## config.mk

```make
export PLATFORM = sky130hd
export DESIGN_NAME = cs_gen_top
export DESIGN_NICKNAME = d
export VERILOG_FILES = /design/src/rtl/cs_gen_pkg.sv /design/src/rtl/cs_gen_datapath.sv /design/src/rtl/cs_gen_control.sv /design/src/rtl/cs_gen_top.sv
export SDC_FILE = /design/constraint.sdc
export NUM_CORES = 1
export LEC_CHECK = 0
export ABC_AREA = 1
export ABC_CLOCK_PERIOD_IN_PS = 2100
export BUFFER_PORTS_ARGS = -buffer_cell sky130_fd_sc_hd__buf_2
export CORE_ASPECT_RATIO = 0.9
export CORE_MARGIN = 2
export CORE_UTILIZATION = 43
export DETAILED_ROUTE_END_ITERATION = 10
export PLACE_DENSITY_LB_ADDON = 0.08
export SETUP_SLACK_MARGIN = 0.3
export SLEW_MARGIN = 20
export SYNTH_ARGS = -nofsm -noshare
export SYNTH_HDL_FRONTEND = slang
export SYNTH_SLANG_ARGS = --single-unit
```

## constraint.sdc

```tcl
create_clock -name clk -period 2.1 [get_ports clk]
set_input_delay 0.21 -clock clk [delete_from_list [all_inputs] [get_ports clk]]
set_output_delay 0.21 -clock clk [all_outputs]
set_load 0.02 [all_outputs]
```

## src/rtl/cs_gen_pkg.sv

```systemverilog
package cs_gen_pkg;
  localparam int ADDR_W   = 32;
  localparam int SPACE_W  = 3;
  localparam int SPACES   = 1 << SPACE_W;
  localparam int WAIT_W   = 2;
  localparam int BLK_BITS = 8;   // smallest block is 2**BLK_BITS bytes

  typedef struct packed {
    logic [ADDR_W-1:0] base;
    logic [ADDR_W-1:0] mask;
    logic [SPACES-1:0] spaceEn;
    logic              extTerm;
    logic [WAIT_W-1:0] waits;
    logic              wide;
    logic              wrProt;
    logic              enable;
  } chanCfg_t;

  // strobes from control to datapath
  typedef struct packed {
    logic latch;   // capture winner's wait count, clear counter
    logic count;   // advance wait counter
  } ctrlStrobe_t;

  // decode status from datapath to control
  typedef struct packed {
    logic hit;
    logic protErr;
    logic extTerm;
    logic fast;
    logic lastWait;
  } dpStatus_t;

  typedef enum logic [1:0] {ST_IDLE, ST_COUNT, ST_HOLD} busState_t;
endpackage

```

## src/rtl/cs_gen_datapath.sv

```systemverilog
module cs_gen_datapath
  import cs_gen_pkg::*;
#(
  parameter int NUM_CH = 4,
  localparam int CH_W = (NUM_CH > 1) ? $clog2(NUM_CH) : 1
) (
  input  logic              clk,
  input  logic              rstN,
  input  logic              cfgWe,
  input  logic [CH_W-1:0]   cfgChan,
  input  logic [1:0]        cfgSel,
  input  logic [ADDR_W-1:0] cfgData,
  input  logic              busStrobe,
  input  logic [ADDR_W-1:0] busAddr,
  input  logic [SPACE_W-1:0] busSpace,
  input  logic              busWrite,
  input  ctrlStrobe_t       ctrl,
  output dpStatus_t         status,
  output logic [NUM_CH-1:0] csN,
  output logic              portWide
);
  chanCfg_t          cfgQ [NUM_CH];
  logic [NUM_CH-1:0] chMatch;
  logic [WAIT_W-1:0] waitQ, cntQ;
  logic              hit;
  logic [CH_W-1:0]   win;
  chanCfg_t          winCfg;

  // per-channel configuration registers and compare
  for (genvar g = 0; g < NUM_CH; g++) begin : gen_chan
    always_ff @(posedge clk or negedge rstN) begin
      if (!rstN) begin
        cfgQ[g].base    <= '0;
        cfgQ[g].mask    <= (g == 0) ? '1 : '0;
        cfgQ[g].spaceEn <= (g == 0) ? '1 : '0;
        cfgQ[g].extTerm <= 1'b0;
        cfgQ[g].waits   <= (g == 0) ? '1 : '0;
        cfgQ[g].wide    <= 1'b0;
        cfgQ[g].wrProt  <= 1'b0;
        cfgQ[g].enable  <= (g == 0);
      end else if (cfgWe && cfgChan == CH_W'(g)) begin
        case (cfgSel)
          2'd0: cfgQ[g].base <= cfgData;
          2'd1: cfgQ[g].mask <= cfgData;
          2'd2: begin
            cfgQ[g].enable  <= cfgData[0];
            cfgQ[g].wrProt  <= cfgData[1];
            cfgQ[g].wide    <= cfgData[2];
            cfgQ[g].waits   <= cfgData[4:3];
            cfgQ[g].extTerm <= cfgData[5];
            cfgQ[g].spaceEn <= cfgData[8 +: SPACES];
          end
          default: ;
        endcase
      end
    end

    assign chMatch[g] = cfgQ[g].enable && cfgQ[g].spaceEn[busSpace] &&
      (((busAddr[ADDR_W-1:BLK_BITS] ^ cfgQ[g].base[ADDR_W-1:BLK_BITS]) &
        ~cfgQ[g].mask[ADDR_W-1:BLK_BITS]) == '0);
  end

  // lowest index wins
  always_comb begin
    hit = 1'b0;
    win = '0;
    for (int i = NUM_CH - 1; i >= 0; i--) begin
      if (chMatch[i]) begin
        hit = 1'b1;
        win = CH_W'(i);
      end
    end
  end

  assign winCfg = cfgQ[win];

  always_comb begin
    status.hit      = hit;
    status.protErr  = hit && winCfg.wrProt && busWrite;
    status.extTerm  = winCfg.extTerm;
    status.fast     = (winCfg.waits == '0);
    status.lastWait = ({1'b0, cntQ} + 1'b1) == {1'b0, waitQ};
  end

  always_comb begin
    csN = '1;
    if (busStrobe && hit && !status.protErr) csN[win] = 1'b0;
  end

  assign portWide = busStrobe && hit && !status.protErr && winCfg.wide;

  // wait-state counter
  always_ff @(posedge clk or negedge rstN) begin
    if (!rstN) begin
      waitQ <= '0;
      cntQ  <= '0;
    end else if (ctrl.latch) begin
      waitQ <= winCfg.waits;
      cntQ  <= '0;
    end else if (ctrl.count) begin
      cntQ <= cntQ + 1'b1;
    end
  end

  assert_wide_sel_R8: assert property (@(posedge clk) disable iff (!rstN)
    portWide |-> (csN != '1));
  assert_one_sel_R5: assert property (@(posedge clk) disable iff (!rstN)
    $countones(~csN) <= 1);
endmodule

```

## src/rtl/cs_gen_control.sv

```systemverilog
module cs_gen_control
  import cs_gen_pkg::*;
(
  input  logic        clk,
  input  logic        rstN,
  input  logic        busStrobe,
  input  logic        extAck,
  input  dpStatus_t   status,
  output ctrlStrobe_t ctrl,
  output logic        busDone,
  output logic        busErr
);
  busState_t stateQ, stateD;
  logic      extQ, extD, doneD, errD;

  always_comb begin
    stateD = stateQ;
    extD   = extQ;
    doneD  = 1'b0;
    errD   = 1'b0;
    ctrl   = '0;
    case (stateQ)
      ST_IDLE: if (busStrobe) begin
        if (status.protErr) begin
          errD   = 1'b1;
          stateD = ST_HOLD;
        end else if (status.hit) begin
          ctrl.latch = 1'b1;
          extD       = status.extTerm;
          if (status.extTerm) stateD = ST_COUNT;
          else if (status.fast) begin
            doneD  = 1'b1;
            stateD = ST_HOLD;
          end else stateD = ST_COUNT;
        end else begin
          stateD = ST_HOLD;   // not ours: wait for the strobe to drop
        end
      end
      ST_COUNT: begin
        if (!busStrobe) stateD = ST_IDLE;
        else if (extQ) begin
          if (extAck) begin
            doneD  = 1'b1;
            stateD = ST_HOLD;
          end
        end else if (status.lastWait) begin
          doneD  = 1'b1;
          stateD = ST_HOLD;
        end else ctrl.count = 1'b1;
      end
      default: if (!busStrobe) stateD = ST_IDLE;
    endcase
  end

  always_ff @(posedge clk or negedge rstN) begin
    if (!rstN) begin
      stateQ  <= ST_IDLE;
      extQ    <= 1'b0;
      busDone <= 1'b0;
      busErr  <= 1'b0;
    end else begin
      stateQ  <= stateD;
      extQ    <= extD;
      busDone <= doneD;
      busErr  <= errD;
    end
  end

  assert_done_pulse_R6: assert property (@(posedge clk) disable iff (!rstN)
    busDone |=> !busDone);
  assert_done_strobe_R6: assert property (@(posedge clk) disable iff (!rstN)
    busDone |-> $past(busStrobe));
  assert_err_pulse_R4: assert property (@(posedge clk) disable iff (!rstN)
    busErr |=> !busErr);
  assert_err_excl_R4: assert property (@(posedge clk) disable iff (!rstN)
    !(busDone && busErr));
endmodule

```

## src/rtl/cs_gen_top.sv

```systemverilog
module cs_gen_top
  import cs_gen_pkg::*;
#(
  parameter int NUM_CH = 4
) (
  input  logic               clk,
  input  logic               rstN,
  input  logic               cfgWe,
  input  logic [1:0]         cfgChan,
  input  logic [1:0]         cfgSel,
  input  logic [31:0]        cfgData,
  input  logic               busStrobe,
  input  logic [31:0]        busAddr,
  input  logic [2:0]         busSpace,
  input  logic               busWrite,
  input  logic               extAck,
  output logic [NUM_CH-1:0]  csN,
  output logic               busDone,
  output logic               busErr,
  output logic               portWide
);
  ctrlStrobe_t ctrl;
  dpStatus_t   status;

  cs_gen_datapath #(.NUM_CH(NUM_CH)) u_dp (
    .clk(clk), .rstN(rstN), .cfgWe(cfgWe), .cfgChan(cfgChan), .cfgSel(cfgSel),
    .cfgData(cfgData), .busStrobe(busStrobe), .busAddr(busAddr),
    .busSpace(busSpace), .busWrite(busWrite), .ctrl(ctrl), .status(status),
    .csN(csN), .portWide(portWide)
  );

  cs_gen_control u_ctl (
    .clk(clk), .rstN(rstN), .busStrobe(busStrobe), .extAck(extAck),
    .status(status), .ctrl(ctrl), .busDone(busDone), .busErr(busErr)
  );

  assert_sel_idle_R1: assert property (@(posedge clk) disable iff (!rstN)
    !busStrobe |-> (csN == '1));
  assert_err_nosel_R4: assert property (@(posedge clk) disable iff (!rstN)
    busErr |-> (csN == '1) && !busDone);
endmodule

```

==> metrics <==
die height around 170 um; iteration count of the initial detailed-routing pass 6; final worst-path cycle share 1.45; path type of the worst min-delay path in -> reg; Post-Synthesis Mean Instance Area 7.58 um^2; pin count of the biggest net entering global routing 54; Register Area 6470 um^2; unrepaired setup endpoints after global routing true; largest vdd supply drop slightly below 0.0007 V; global route total overflow 0; type of destination of the critical path output port; area of the die about 31000 um^2; Pwr Total 15.8 mW; vias in the first global route 10787; DRC violation total after the first TritonRoute iteration roughly 800; vias after detailed routing ~11000; syn nets about 1800; critical path start-end classification reg -> out; average via count per standard cell between 4 and 5; insertion delay to the later sink of the worst-skew pair 560 ps; first-pass GRT wire length approximately 60 mm; final worst setup slack -951 ps; initial antenna violation count 1; Synth cell types 39; EDFF count, synth 0; post-detailed-route count of antenna-violating nets 0; Yosys warning count 0; aggregate global-route resource usage 0.251; area growth from synthesis to layout 27.3%; last weighted congestion value of the routability-driven placer roughly 0.84; failing checks setup timing; Top Ports 84; Max-Cap Viols 0; leakage 8.27 nW; number of endpoints with negative hold slack in the final report 0; Tightest Pin Transition around 660 ps; count of state elements after synthesis about 260; horizontal extent of the die 185 um; required time of the critical path 1890 ps; gate count of the mapped netlist 1679; total area of multi-input combinational cells about 5400 um^2; Cell Pwr Density 978 nW/um^2; result of the run finished, violations left; Slew HR 0.560; Fillers approximately 2800; number of buffer cells added on primary ports 73; most common cell after layout, fill and taps aside sky130_fd_sc_hd__nand2_1; Routed WL per cell about 16 um; Net count, final slightly below 2000; cell area after technology mapping ~13000 um^2; initial cell density of the core 0.439; shortest clock period the worst path allows after layout approximately 3100 ps; leading cell types in the layout, fill and taps excluded 554 x sky130_fd_sc_hd__nand2_1, 257 x sky130_fd_sc_hd__o21ai_0, 222 x sky130_fd_sc_hd__dfrtp_1; timing-limited maximum frequency roughly 330 MHz; asr flop ratio synth 1.00; total negative slack -7740 ps; biggest fanout along the worst timing path 4; level count of the clock H-tree 1; Row Count between 50 and 60; Clock transition at path regs roughly 60 ps; number of buffers created by CTS 29; Longest Clk Path Bufs 3; count of unresolved DRC violations after routing 0; cell at the root of the clock tree sky130_fd_sc_hd__clkbuf_16; post-detail-place hpwl 26.1 mm; Worst Setup Start Kind flop; TritonCTS clock tree yes; clock tree skew after final layout approximately 13 ps; count of final max-slew check failures 0; ratio of cells with drive above 1 in the final layout 0.221; sequential element share of the synthesized area 0.509; routed wire length ~38 mm; Critical Path AT 2840 ps; Final setup violation count 14; most used flip-flop cell after synthesis sky130_fd_sc_hd__dfrtp_1; standard cell core area between 20000 and 30000 um^2; sinks on the clock net around 260
[stage by stage]
stage | instances | utilization | setup WS, ps | hold WS, ps | instance area, um^2
3_5_place_dp | 2247 | 0.505 | -478 | 165 | 14700
5_1_grt | 2324 | 0.558 | -1130 | 48.8 | 16200
4_1_cts | 2314 | 0.551 | -901 | 14.8 | 16000
6_report | 2325 | 0.558 | -951 | 24.3 | 16200
3_3_place_gp | 2247 | 0.505 | -471 | 165 | 14700
2_1_floorplan | 1679 | - | 38.7 | -85.6 | 12800
[synth_stat cells, drive strengths merged, types with 2 or more instances]
cell | count | area share
xor2 | 3 | 0.0021
nand2 | 575 | 0.17
dfstp | 35 | 0.072
buf | 6 | 0.0043
nand3b | 39 | 0.023
a21oi | 20 | 0.0079
o21bai | 2 | 0.0012
inv | 217 | 0.065
clkbuf | 56 | 0.017
nor3 | 13 | 0.0051
nor2 | 107 | 0.036
a211oi | 2 | 0.0012
nor3b | 2 | 0.0012
or2 | 3 | 0.0015
nand3 | 89 | 0.037
nand4 | 18 | 0.0098
o21ai | 264 | 0.10
dfrtp | 222 | 0.44
[worst max-delay path: stages, from the launching register on]
cell	delay, ps
sky130_fd_sc_hd__dfstp_2	530
sky130_fd_sc_hd__nand3b_1	220
sky130_fd_sc_hd__nand2_1	90
sky130_fd_sc_hd__nor2_1	150
sky130_fd_sc_hd__nand3_1	90
sky130_fd_sc_hd__nor2_1	130
sky130_fd_sc_hd__nand2_1	120
sky130_fd_sc_hd__nand2_1	110
sky130_fd_sc_hd__nor2_1	50
sky130_fd_sc_hd__nor2_2	120
sky130_fd_sc_hd__nand2_2	80
sky130_fd_sc_hd__nand2_4	100
sky130_fd_sc_hd__nand2_8	60
sky130_fd_sc_hd__nor2_4	180
sky130_fd_sc_hd__nand3b_1	90
sky130_fd_sc_hd__buf_2	160
[cells by family after synthesis]
kind of cell / share of synthesized area
AOI/OAI and AO/OA: 0.116
DFF: 0.509
and+or+nand+nor: 0.285
xor gates and xnor gates: 0.00275
buffers and inverters: 0.0855
adders and majority gates: 0.000983
muxes: 0.000885
[where the power goes]
| part | leakage, nW | total, mW | internal [mW] | switching [mW] |
|---|---|---|---|---|
| Sequential | 3.19 | 6.67 | 6.04 | 0.630 |
| Clock | 0.523 | 5.54 | 3.41 | 2.12 |
| Combinational | 4.55 | 3.62 | 1.56 | 2.06 |
| Total | 8.27 | 15.8 | 11.0 | 4.81 |
[final cells by class]
class                           instances  share of cell area
Sequential cell                       257               0.400
Multi-Input combinational cell       1143               0.335
Timing Repair Buffer                  258               0.118
Clock buffer                           38              0.0519
Inverter                              217              0.0511
Tap cell                              396              0.0306
Clock inverter                         15              0.0130
Antenna cell                            1            0.000155
[routing by layer]
layer | vias to the layer above | wire length (um) | GRT usage
li1 | 5746 | - | -
met1 | 5379 | 18900 | 0.391
met2 | 289 | 16000 | 0.370
met3 | 50 | 2060 | 0.0283
met4 | 0 | 904 | 0.0635
met5 | - | 0 | 0
[worst paths after layout]
path                                 from              to  slack [ps]  cells after the start
setup / recovery           u_dp.cfgQ[261]          csN[0]        -950                     15
hold / removal                cfgData[27]  u_dp.cfgQ[307]          20                      3
setup reg to reg            u_dp.cfgQ[64]   u_dp.waitQ[0]        -480                     21
hold reg to reg            u_dp.cfgQ[194]  u_dp.cfgQ[194]         480                      2
max in group asynchronous            rstN  u_dp.cfgQ[237]        1150                      3
min in group asynchronous            rstN  u_dp.cfgQ[110]         180                      2
[registers in the layout (all words and copies together) (netlist names)]
| register | flops |
|---|---|
| u_ctl.busErr | 1 |
| u_dp.waitQ | 2 |
| u_dp.cfgQ | 248 |
| u_dp.cntQ | 2 |
| u_ctl.busDone | 1 |
| u_ctl.stateQ | 2 |
| u_ctl.extQ | 1 |
[what timing repair did]
action / in CTS / in global routing
resized for setup: 39 / 34
setup buffers: 7 / 10
endpoints found under the setup margin: 14 / 14
pin swaps: 22 / 21
hold buffers: 7 / 0
endpoints found under the hold margin: 146 / 0
No activity file was read; power rests on OpenSTA's default activity.
